### src/rtl/lrt_pkg.sv
package lrt_pkg;
  typedef enum logic {
    ROLE_SLAVE  = 1'b0,
    ROLE_MASTER = 1'b1
  } role_e;
endpackage

### src/rtl/lrt_scan_counter.sv
module lrt_scan_counter #(
  parameter int unsigned LINES_SHORT = 120,
  parameter int unsigned LINES_LONG  = 240,
  parameter int unsigned LW          = $clog2(LINES_LONG)
) (
  input  logic          clk,
  input  logic          rst_n,
  input  logic          en,
  input  logic          duty,
  output logic          cl1,
  output logic          first_line,
  output logic [LW-1:0] line_cnt
);
  localparam logic [LW-1:0] LAST_SHORT = LW'(LINES_SHORT - 1);
  localparam logic [LW-1:0] LAST_LONG  = LW'(LINES_LONG - 1);

  logic          ph_q, ph_d;
  logic [LW-1:0] line_q, line_d;
  logic [LW-1:0] last_line;

  always_comb begin
    last_line = duty ? LAST_LONG : LAST_SHORT;
    ph_d      = ph_q;
    line_d    = line_q;
    if (en) begin
      ph_d = ~ph_q;
      if (ph_q) begin
        line_d = (line_q >= last_line) ? '0 : line_q + 1'b1;
      end
    end
  end

  always_ff @(posedge clk or negedge rst_n) begin
    if (!rst_n) begin
      ph_q   <= 1'b0;
      line_q <= '0;
    end else begin
      ph_q   <= ph_d;
      line_q <= line_d;
    end
  end

  assign cl1        = ph_q;
  assign first_line = (line_q == '0);
  assign line_cnt   = line_q;
endmodule

### src/rtl/lrt_strobe_gen.sv
module lrt_strobe_gen (
  input  logic clk,
  input  logic rst_n,
  input  logic cl1,
  input  logic flm,
  output logic line_stb,
  output logic frame_stb
);
  logic cl1_q, flm_q;

  always_ff @(posedge clk or negedge rst_n) begin
    if (!rst_n) begin
      cl1_q <= 1'b0;
      flm_q <= 1'b0;
    end else begin
      cl1_q <= cl1;
      flm_q <= flm;
    end
  end

  always_comb begin
    line_stb  = cl1_q & ~cl1;
    frame_stb = line_stb & flm_q;
  end
endmodule

### src/rtl/lrt_doc_ctrl.sv
module lrt_doc_ctrl #(
  parameter int unsigned HOLD_FRAMES = 4,
  parameter int unsigned HW          = $clog2(HOLD_FRAMES + 1)
) (
  input  logic          clk,
  input  logic          rst_n,
  input  logic          frame_stb,
  input  logic          dispoff_n,
  output logic          doc,
  output logic [HW-1:0] hold_cnt
);
  localparam logic [HW-1:0] HOLD_MAX = HW'(HOLD_FRAMES);

  logic [HW-1:0] hold_q, hold_d;
  logic          hold_done;

  always_comb begin
    hold_done = (hold_q == HOLD_MAX);
    hold_d    = hold_q;
    if (frame_stb && !hold_done) begin
      hold_d = hold_q + 1'b1;
    end
  end

  always_ff @(posedge clk or negedge rst_n) begin
    if (!rst_n) begin
      hold_q <= '0;
    end else begin
      hold_q <= hold_d;
    end
  end

  assign doc      = hold_done & dispoff_n;
  assign hold_cnt = hold_q;
endmodule

### src/rtl/lcd_row_timer.sv
module lcd_row_timer #(
  parameter int unsigned LINES_SHORT = 120,
  parameter int unsigned LINES_LONG  = 240,
  parameter int unsigned HOLD_FRAMES = 4
) (
  input  logic clk,
  input  logic rst_n,
  input  logic master_i,
  input  logic duty_i,
  input  logic dispoff_n_i,
  input  logic cl1_i,
  input  logic flm_i,
  input  logic doc_i,
  output logic cl1_o,
  output logic flm_o,
  output logic doc_o,
  output logic pin_oe_o,
  output logic line_stb_o,
  output logic frame_stb_o
);
  import lrt_pkg::*;

  localparam int unsigned LW = $clog2(LINES_LONG);
  localparam int unsigned HW = $clog2(HOLD_FRAMES + 1);

  role_e         role;
  logic          cl1_gen, flm_gen, doc_gen;
  logic [LW-1:0] line_cnt;
  logic [HW-1:0] hold_cnt;

  assign role = role_e'(master_i);

  lrt_scan_counter #(
    .LINES_SHORT(LINES_SHORT),
    .LINES_LONG (LINES_LONG),
    .LW         (LW)
  ) u_scan (
    .clk       (clk),
    .rst_n     (rst_n),
    .en        (role == ROLE_MASTER),
    .duty      (duty_i),
    .cl1       (cl1_gen),
    .first_line(flm_gen),
    .line_cnt  (line_cnt)
  );

  always_comb begin
    if (role == ROLE_MASTER) begin
      cl1_o    = cl1_gen;
      flm_o    = flm_gen;
      doc_o    = doc_gen;
      pin_oe_o = 1'b1;
    end else begin
      cl1_o    = cl1_i;
      flm_o    = flm_i;
      doc_o    = doc_i;
      pin_oe_o = 1'b0;
    end
  end

  lrt_strobe_gen u_strobe (
    .clk      (clk),
    .rst_n    (rst_n),
    .cl1      (cl1_o),
    .flm      (flm_o),
    .line_stb (line_stb_o),
    .frame_stb(frame_stb_o)
  );

  lrt_doc_ctrl #(
    .HOLD_FRAMES(HOLD_FRAMES),
    .HW         (HW)
  ) u_doc (
    .clk      (clk),
    .rst_n    (rst_n),
    .frame_stb(frame_stb_o),
    .dispoff_n(dispoff_n_i),
    .doc      (doc_gen),
    .hold_cnt (hold_cnt)
  );
endmodule

### config.mk
export PLATFORM = sky130hd
export DESIGN_NAME = lcd_row_timer
export DESIGN_NICKNAME = d
export VERILOG_FILES = /design/src/rtl/lrt_pkg.sv /design/src/rtl/lrt_scan_counter.sv /design/src/rtl/lrt_strobe_gen.sv /design/src/rtl/lrt_doc_ctrl.sv /design/src/rtl/lcd_row_timer.sv
export SDC_FILE = /design/constraint.sdc
export NUM_CORES = 1
export LEC_CHECK = 0
export BUFFER_PORTS_ARGS = -buffer_cell sky130_fd_sc_hd__buf_4
export CAP_MARGIN = 20
export CORE_MARGIN = 10
export CORE_UTILIZATION = 54
export CTS_CLUSTER_SIZE = 20
export DETAILED_ROUTE_END_ITERATION = 12
export GPL_ROUTABILITY_DRIVEN = 1
export GPL_TIMING_DRIVEN = 0
export PLACE_DENSITY = 0.75
export SYNTH_ARGS = -nofsm -noshare
export SYNTH_HDL_FRONTEND = slang
export SYNTH_HIERARCHICAL = 1
export SYNTH_SLANG_ARGS = --single-unit
### constraint.sdc
create_clock -name clk -period 2.2 [get_ports clk]
set_clock_uncertainty 0.2 [all_clocks]
set_input_delay 0 -clock clk [delete_from_list [all_inputs] [get_ports clk]]
set_output_delay 0 -clock clk [all_outputs]
set_load 0.01 [all_outputs]
* After elaboration in Yosys (flattened, before gate mapping)
Cells that the tools add are included.
** Cells by class
- Multiplexer cells :: 6
- Reduce and logical (&&, ||, !) cells :: 4
- Bitwise operators :: 5
- Eq/ne operators :: 1
- $lt $le $gt $ge :: 1
- Add/sub/neg operators :: 2
** Operators by type and width (number)
- $mux 8 :: 2
- $add 8x1->8 const B :: 1
- $ge 8x8->1 :: 1
- $logic_not 8->1 :: 1
- $mux 1 :: 4
- $add 3x1->3 const B :: 1
- $and 1x1->1 :: 3
- $eq 3x3->1 const B :: 1
- $not 1->1 :: 2
- $reduce_and 2->1 :: 1
- $logic_and 1x1->1 :: 1
- $logic_not 1->1 :: 1
** Word-level totals
- Flip-flop bits (word level) :: 14
- Output and inout bits :: 6
- Word-level logic and storage cells :: 24

* Depth between registers and ports, before layout
- Depth in word-level cells :: 5
- Mapped depth :: 6

* By module
Netlist, hierarchy kept.
** Modules (own cells, without submodules)
- lrt_scan_counter :: cells an instance 63, times used 1, seq. area each 225.2 um^2, area an instance 603.1 um^2
- lrt_doc_ctrl :: cells an instance 14, times used 1, seq. area each 75.1 um^2, area an instance 166.4 um^2
- lrt_strobe_gen :: cells an instance 4, times used 1, seq. area each 50.0 um^2, area an instance 65.1 um^2
- lcd_row_timer :: cells an instance 4, times used 1, seq. area each 0.0 um^2, area an instance 41.3 um^2

* Worst setup path before layout
OpenSTA, ideal clock, no wires.
- Path kind :: reg2reg
- From :: register u_scan.ph_q, in the netlist u_scan/cl1
- To :: register u_doc.hold_q[1], in the netlist u_doc/hold_cnt[1]
- Clock period less this slack :: 1.845 ns
- Stages on the path, launching flop included :: 5
- Data arrival time :: 1.519 ns
- Slack :: 0.355 ns
- Data required time :: 1.875 ns
- Cells stage by stage :: dfrtp_1 > mux2_2 > and3b_1 > a21boi_2 > mux2_4
** Between the ends
- Cells in the longest elaborated chain, start to end :: 5
** RTL lines
- start: declaration :: RTL line lrt_scan_counter.sv:17 : logic ph_q, ph_d;
- start signal: assignment :: RTL line lrt_scan_counter.sv:38 : ph_q <= ph_d;
- $mux 1 :: RTL line lcd_row_timer.sv:48 : if (role == ROLE_MASTER) begin
- net cl1_o :: RTL line lcd_row_timer.sv:14 : output logic cl1_o,
- $not 1->1 :: RTL line lrt_strobe_gen.sv:22 : line_stb = cl1_q & ~cl1;
- $and 1x1->1 :: RTL line lrt_strobe_gen.sv:22
- $and 1x1->1 :: RTL line lrt_strobe_gen.sv:23 : frame_stb = line_stb & flm_q;
- net frame_stb_o :: RTL line lcd_row_timer.sv:19 : output logic frame_stb_o
- $logic_and 1x1->1 :: RTL line lrt_doc_ctrl.sv:20 : if (frame_stb && !hold_done) begin
- end signal: assignment :: RTL line lrt_doc_ctrl.sv:29 : hold_q <= hold_d;
- end: declaration :: RTL line lrt_doc_ctrl.sv:14 : logic [HW-1:0] hold_q, hold_d;
The timed path passes the listed nets, and every way through them passes these cells.
A chain may end at the register's enable or synchronous reset.

* Worst setup path in the final report
- From :: register u_scan.line_q[0], in the netlist u_scan/line_cnt[0]
- To :: output flm_o
** Between the ends
- Cells in the longest elaborated chain, start to end :: 2
** RTL lines
- start: declaration :: RTL line lrt_scan_counter.sv:18 : logic [LW-1:0] line_q, line_d;
- start signal: assignment :: RTL line lrt_scan_counter.sv:39 : line_q <= line_d;
- $logic_not 8->1 :: RTL line lrt_scan_counter.sv:44 : assign first_line = (line_q == '0);
- net flm_gen :: RTL line lcd_row_timer.sv:27 : logic cl1_gen, flm_gen, doc_gen;
- $mux 1 :: RTL line lcd_row_timer.sv:48
- end: declaration :: RTL line lcd_row_timer.sv:15 : output logic flm_o,
The timed path passes the listed nets, and every way through them passes these cells.

==> impl_metrics.json <==
{
  "fill_cells": 114,
  "vdd_drop_max_uv": 668,
  "fraction_of_layout_instances_using_a_drive_strength_above_1_pct": 26.9,
  "critical_path_arrival_ps": 1880,
  "tightestPinTransition_ps": 689,
  "ys_ff_latch": 14,
  "cell_with_the_most_instances_after_synthesis": "dfrtp_1",
  "globalRouteTotalUtil_pct": 12.0,
  "routed_wire_length_per_instance_um": 15.7,
  "row_count": 14,
  "setup-violations-final": 0,
  "overall_die_area_sq_um": 3630,
  "setup-tns-final_ps": 0,
  "grt_max_degree": 15,
  "initialDrtViolationCount": 21,
  "grt_remaining_overflow": 0,
  "synth.yosys.seq_area_share_pct": 40.0,
  "netlist_top_cells_area": "dfrtp_1 40%, ha_1 10%, buf_6 3.9%",
  "yosysWarningCount": 6,
  "use_met3_pct": 3.18,
  "power_density_nw_per_um2": 1020,
  "timing.final.crit_share_pct": 94.7,
  "via_density_per_instance": 5.77,
  "ff2ff_path_depth": 5,
  "cts-buffers-inserted": 3,
  "critical_path.startpoint_type": "register",
  "worstPathRequired_ps": 2000,
  "r2r-end": "u_scan/line_cnt[7]",
  "max-slew-margin-rel_pct": 53.9,
  "hold_path.class": "in -> out",
  "tritoncts_num_sinks": 14,
  "finalHoldViolCount": 0,
  "number_of_global_route_vias_before_repair": 720,
  "drtPass1Iterations": 4,
  "initial_core_util_pct": 57.5,
  "synthToLayoutAreaGrowth_pct": 24.4,
  "syn-instance-count": 85,
  "maxClockFrequency_ghz": 0.480,
  "run_status": "completed",
  "postLayoutCellArea_sq_um": 1090,
  "clockBufferDepth": 2,
  "clk_root_buffer_cell": "clkbuf_4",
  "first_pass_grt_wire_length_um": 3380,
  "syn_area_per_cell_sq_um": 10.3,
  "ctsHtreeMaxLevel": 1,
  "antenna-diode-count": 0,
  "worst_setup_path_end_kind": "output pin",
  "final_weighted_congestion_in_routability_driven_placement": 0.819,
  "floorplan.io_pins": 14,
  "synth_fp_nets": 100,
  "worst_skew_pair.late_latency_ps": 280,
  "total_via_count_in_the_routed_design": 715,
  "synthDominantCellAreaShare_pct": 40.0,
  "yosys-top-cells-count": "14 x dfrtp_1, 7 x ha_1, 7 x nand2_1, 5 x inv_1, 5 x nand3_1",
  "post-cts-setup-buffers": 0,
  "setup.worst_path.class": "reg -> out",
  "reg2reg_from": "u_scan/line_cnt[4]",
  "final-max-slew-violation-count": 0,
  "timing.max_cap.violations": 0,
  "use_met1_pct": 15.4,
  "cts_tree": "done",
  "multiInputGateArea_sq_um": 465,
  "postSynth.asyncResetShare_pct": 100,
  "place_area_sq_um": 993,
  "grtUsageMet2_pct": 18.2,
  "dominantRegCellSynth": "dfrtp_1",
  "die_width_um": 60.3,
  "synth_cell_types": 34,
  "timing.final.crit_period_ps": 2080,
  "worst_setup_hold_path_clk_slew_ps": 90,
  "post_route_drc": 0,
  "register_area_sq_um": 350,
  "drtAntennaViolNets": 0,
  "grt-busiest-layer": "met2",
  "synth-edff-count": 0,
  "syn-cell-area_sq_um": 876,
  "die-height_um": 60.3,
  "estimated_wirelength_of_the_detail_placed_design_um": 1380,
  "antenna_found_initial": 0,
  "rsz0062_at_grt": "no",
  "nets": 124,
  "worst-r2r-setup-slack_ps": 290,
  "critical_path_peak_fanout": 4,
  "power.static_leakage_nw": 0.506,
  "post_cts_hold_buffer_count": 6,
  "worstSetupStartpoint": "u_scan/line_cnt[0]",
  "numPortBuffers": 13,
  "most_area_hungry_cell_type_in_the_yosys_netlist": "dfrtp_1",
  "core-area_sq_um": 1520,
  "critPathCapture": "flm_o",
  "routed_wirelength_um": 1950,
  "cts_resized": 0
}
cells in the final DEF, fill, tap and decap left out, types with 2 or more instances in the layout:
| cell | instances |
|---|---|
| a31oi_1 | 3 |
| nor3_1 | 3 |
| buf_4 | 14 |
| a21oi_1 | 4 |
| o21ai_1 | 3 |
| nand3_1 | 5 |
| dlygate4sd3_1 | 6 |
| buf_6 | 3 |
| nor2b_1 | 2 |
| xnor2_1 | 3 |
| inv_1 | 5 |
| clkbuf_4 | 3 |
| nand2_1 | 7 |
| ha_1 | 7 |
| dfrtp_1 | 14 |
| mux2_2 | 3 |
| nor2_1 | 3 |
layout make-up:
class / instances / area share, %
Buffer: 4 / 3.79
Tap cell: 16 / 1.84
Multi-Input combinational cell: 62 / 42.7
Sequential cell: 14 / 32.1
Timing Repair Buffer: 19 / 14.5
Clock buffer: 4 / 3.33
Inverter: 5 / 1.72
routing by layer:
layer	vias up	part of all wire [%]
li1	352	-
met1	342	44
met2	17	49
met3	4	6.0
met4	0	1.1
met5	-	0
where the power goes:
part | switching (mW) | internal [mW]
Clock | 0.0887 | 0.101
Combinational | 0.240 | 0.236
Sequential | 0.0984 | 0.350
Total | 0.427 | 0.686
registers in the layout (all words and copies together) (netlist names):
name             cells
u_scan/line_cnt      8
u_doc/hold_cnt       3
u_scan/cl1           1
u_strobe/cl1_q       1
u_strobe/flm_q       1
how the worst min path moves through the flow:
| stage | startpoint | to | slack, ps | cells after the start |
|---|---|---|---|---|
| 2_1_floorplan | rst_n | u_doc/hold_cnt[0] | -500 | 0 |
| 3_5_place_dp | rst_n | u_strobe/cl1_q | -340 | 1 |
| 4_1_cts | doc_i | doc_o | 120 | 3 |
| 5_1_grt | doc_i | doc_o | 130 | 3 |
| 3_3_place_gp | rst_n | u_strobe/cl1_q | -340 | 1 |
| 6_report | doc_i | doc_o | 110 | 3 |
logic make-up (layout without fill, tap and decap cells):
logic type,count (synthesis),after routing,share of synthesized area (%)
adder cells (fa/ha/maj),7,7,10.0
AND/OR/NAND/NOR,31,31,21.3
XOR/XNOR,4,4,4.00
buffers and inverters,9,32,6.86
multiplexers,5,5,6.71
flip-flops,14,14,40.0
AO/OA/AOI/OAI,15,15,11.1
metrics by stage:
| step | utilization, % | setup WS, ps | hold WS [ps] | power, mW | instances |
|---|---|---|---|---|---|
| floorplan | - | 355 | -496 | 0.779 | 85 |
| global placement | 65.2 | 355 | -339 | 0.885 | 114 |
| detailed placement | 65.2 | 329 | -336 | 0.910 | 114 |
| CTS | 71.5 | 95.8 | 116 | 1.12 | 124 |
| global route | 71.5 | 21.8 | 128 | 1.21 | 124 |
| finish | 71.5 | 117 | 114 | 1.11 | 124 |
critical path: stages (launching register included):
cell and delay [ps]:
dfrtp_1 420, inv_1 90, ha_1 140, or4b_1 420, nor4_1 200, mux2_2 220, buf_4 120
(Power assumes the default switching activity.)
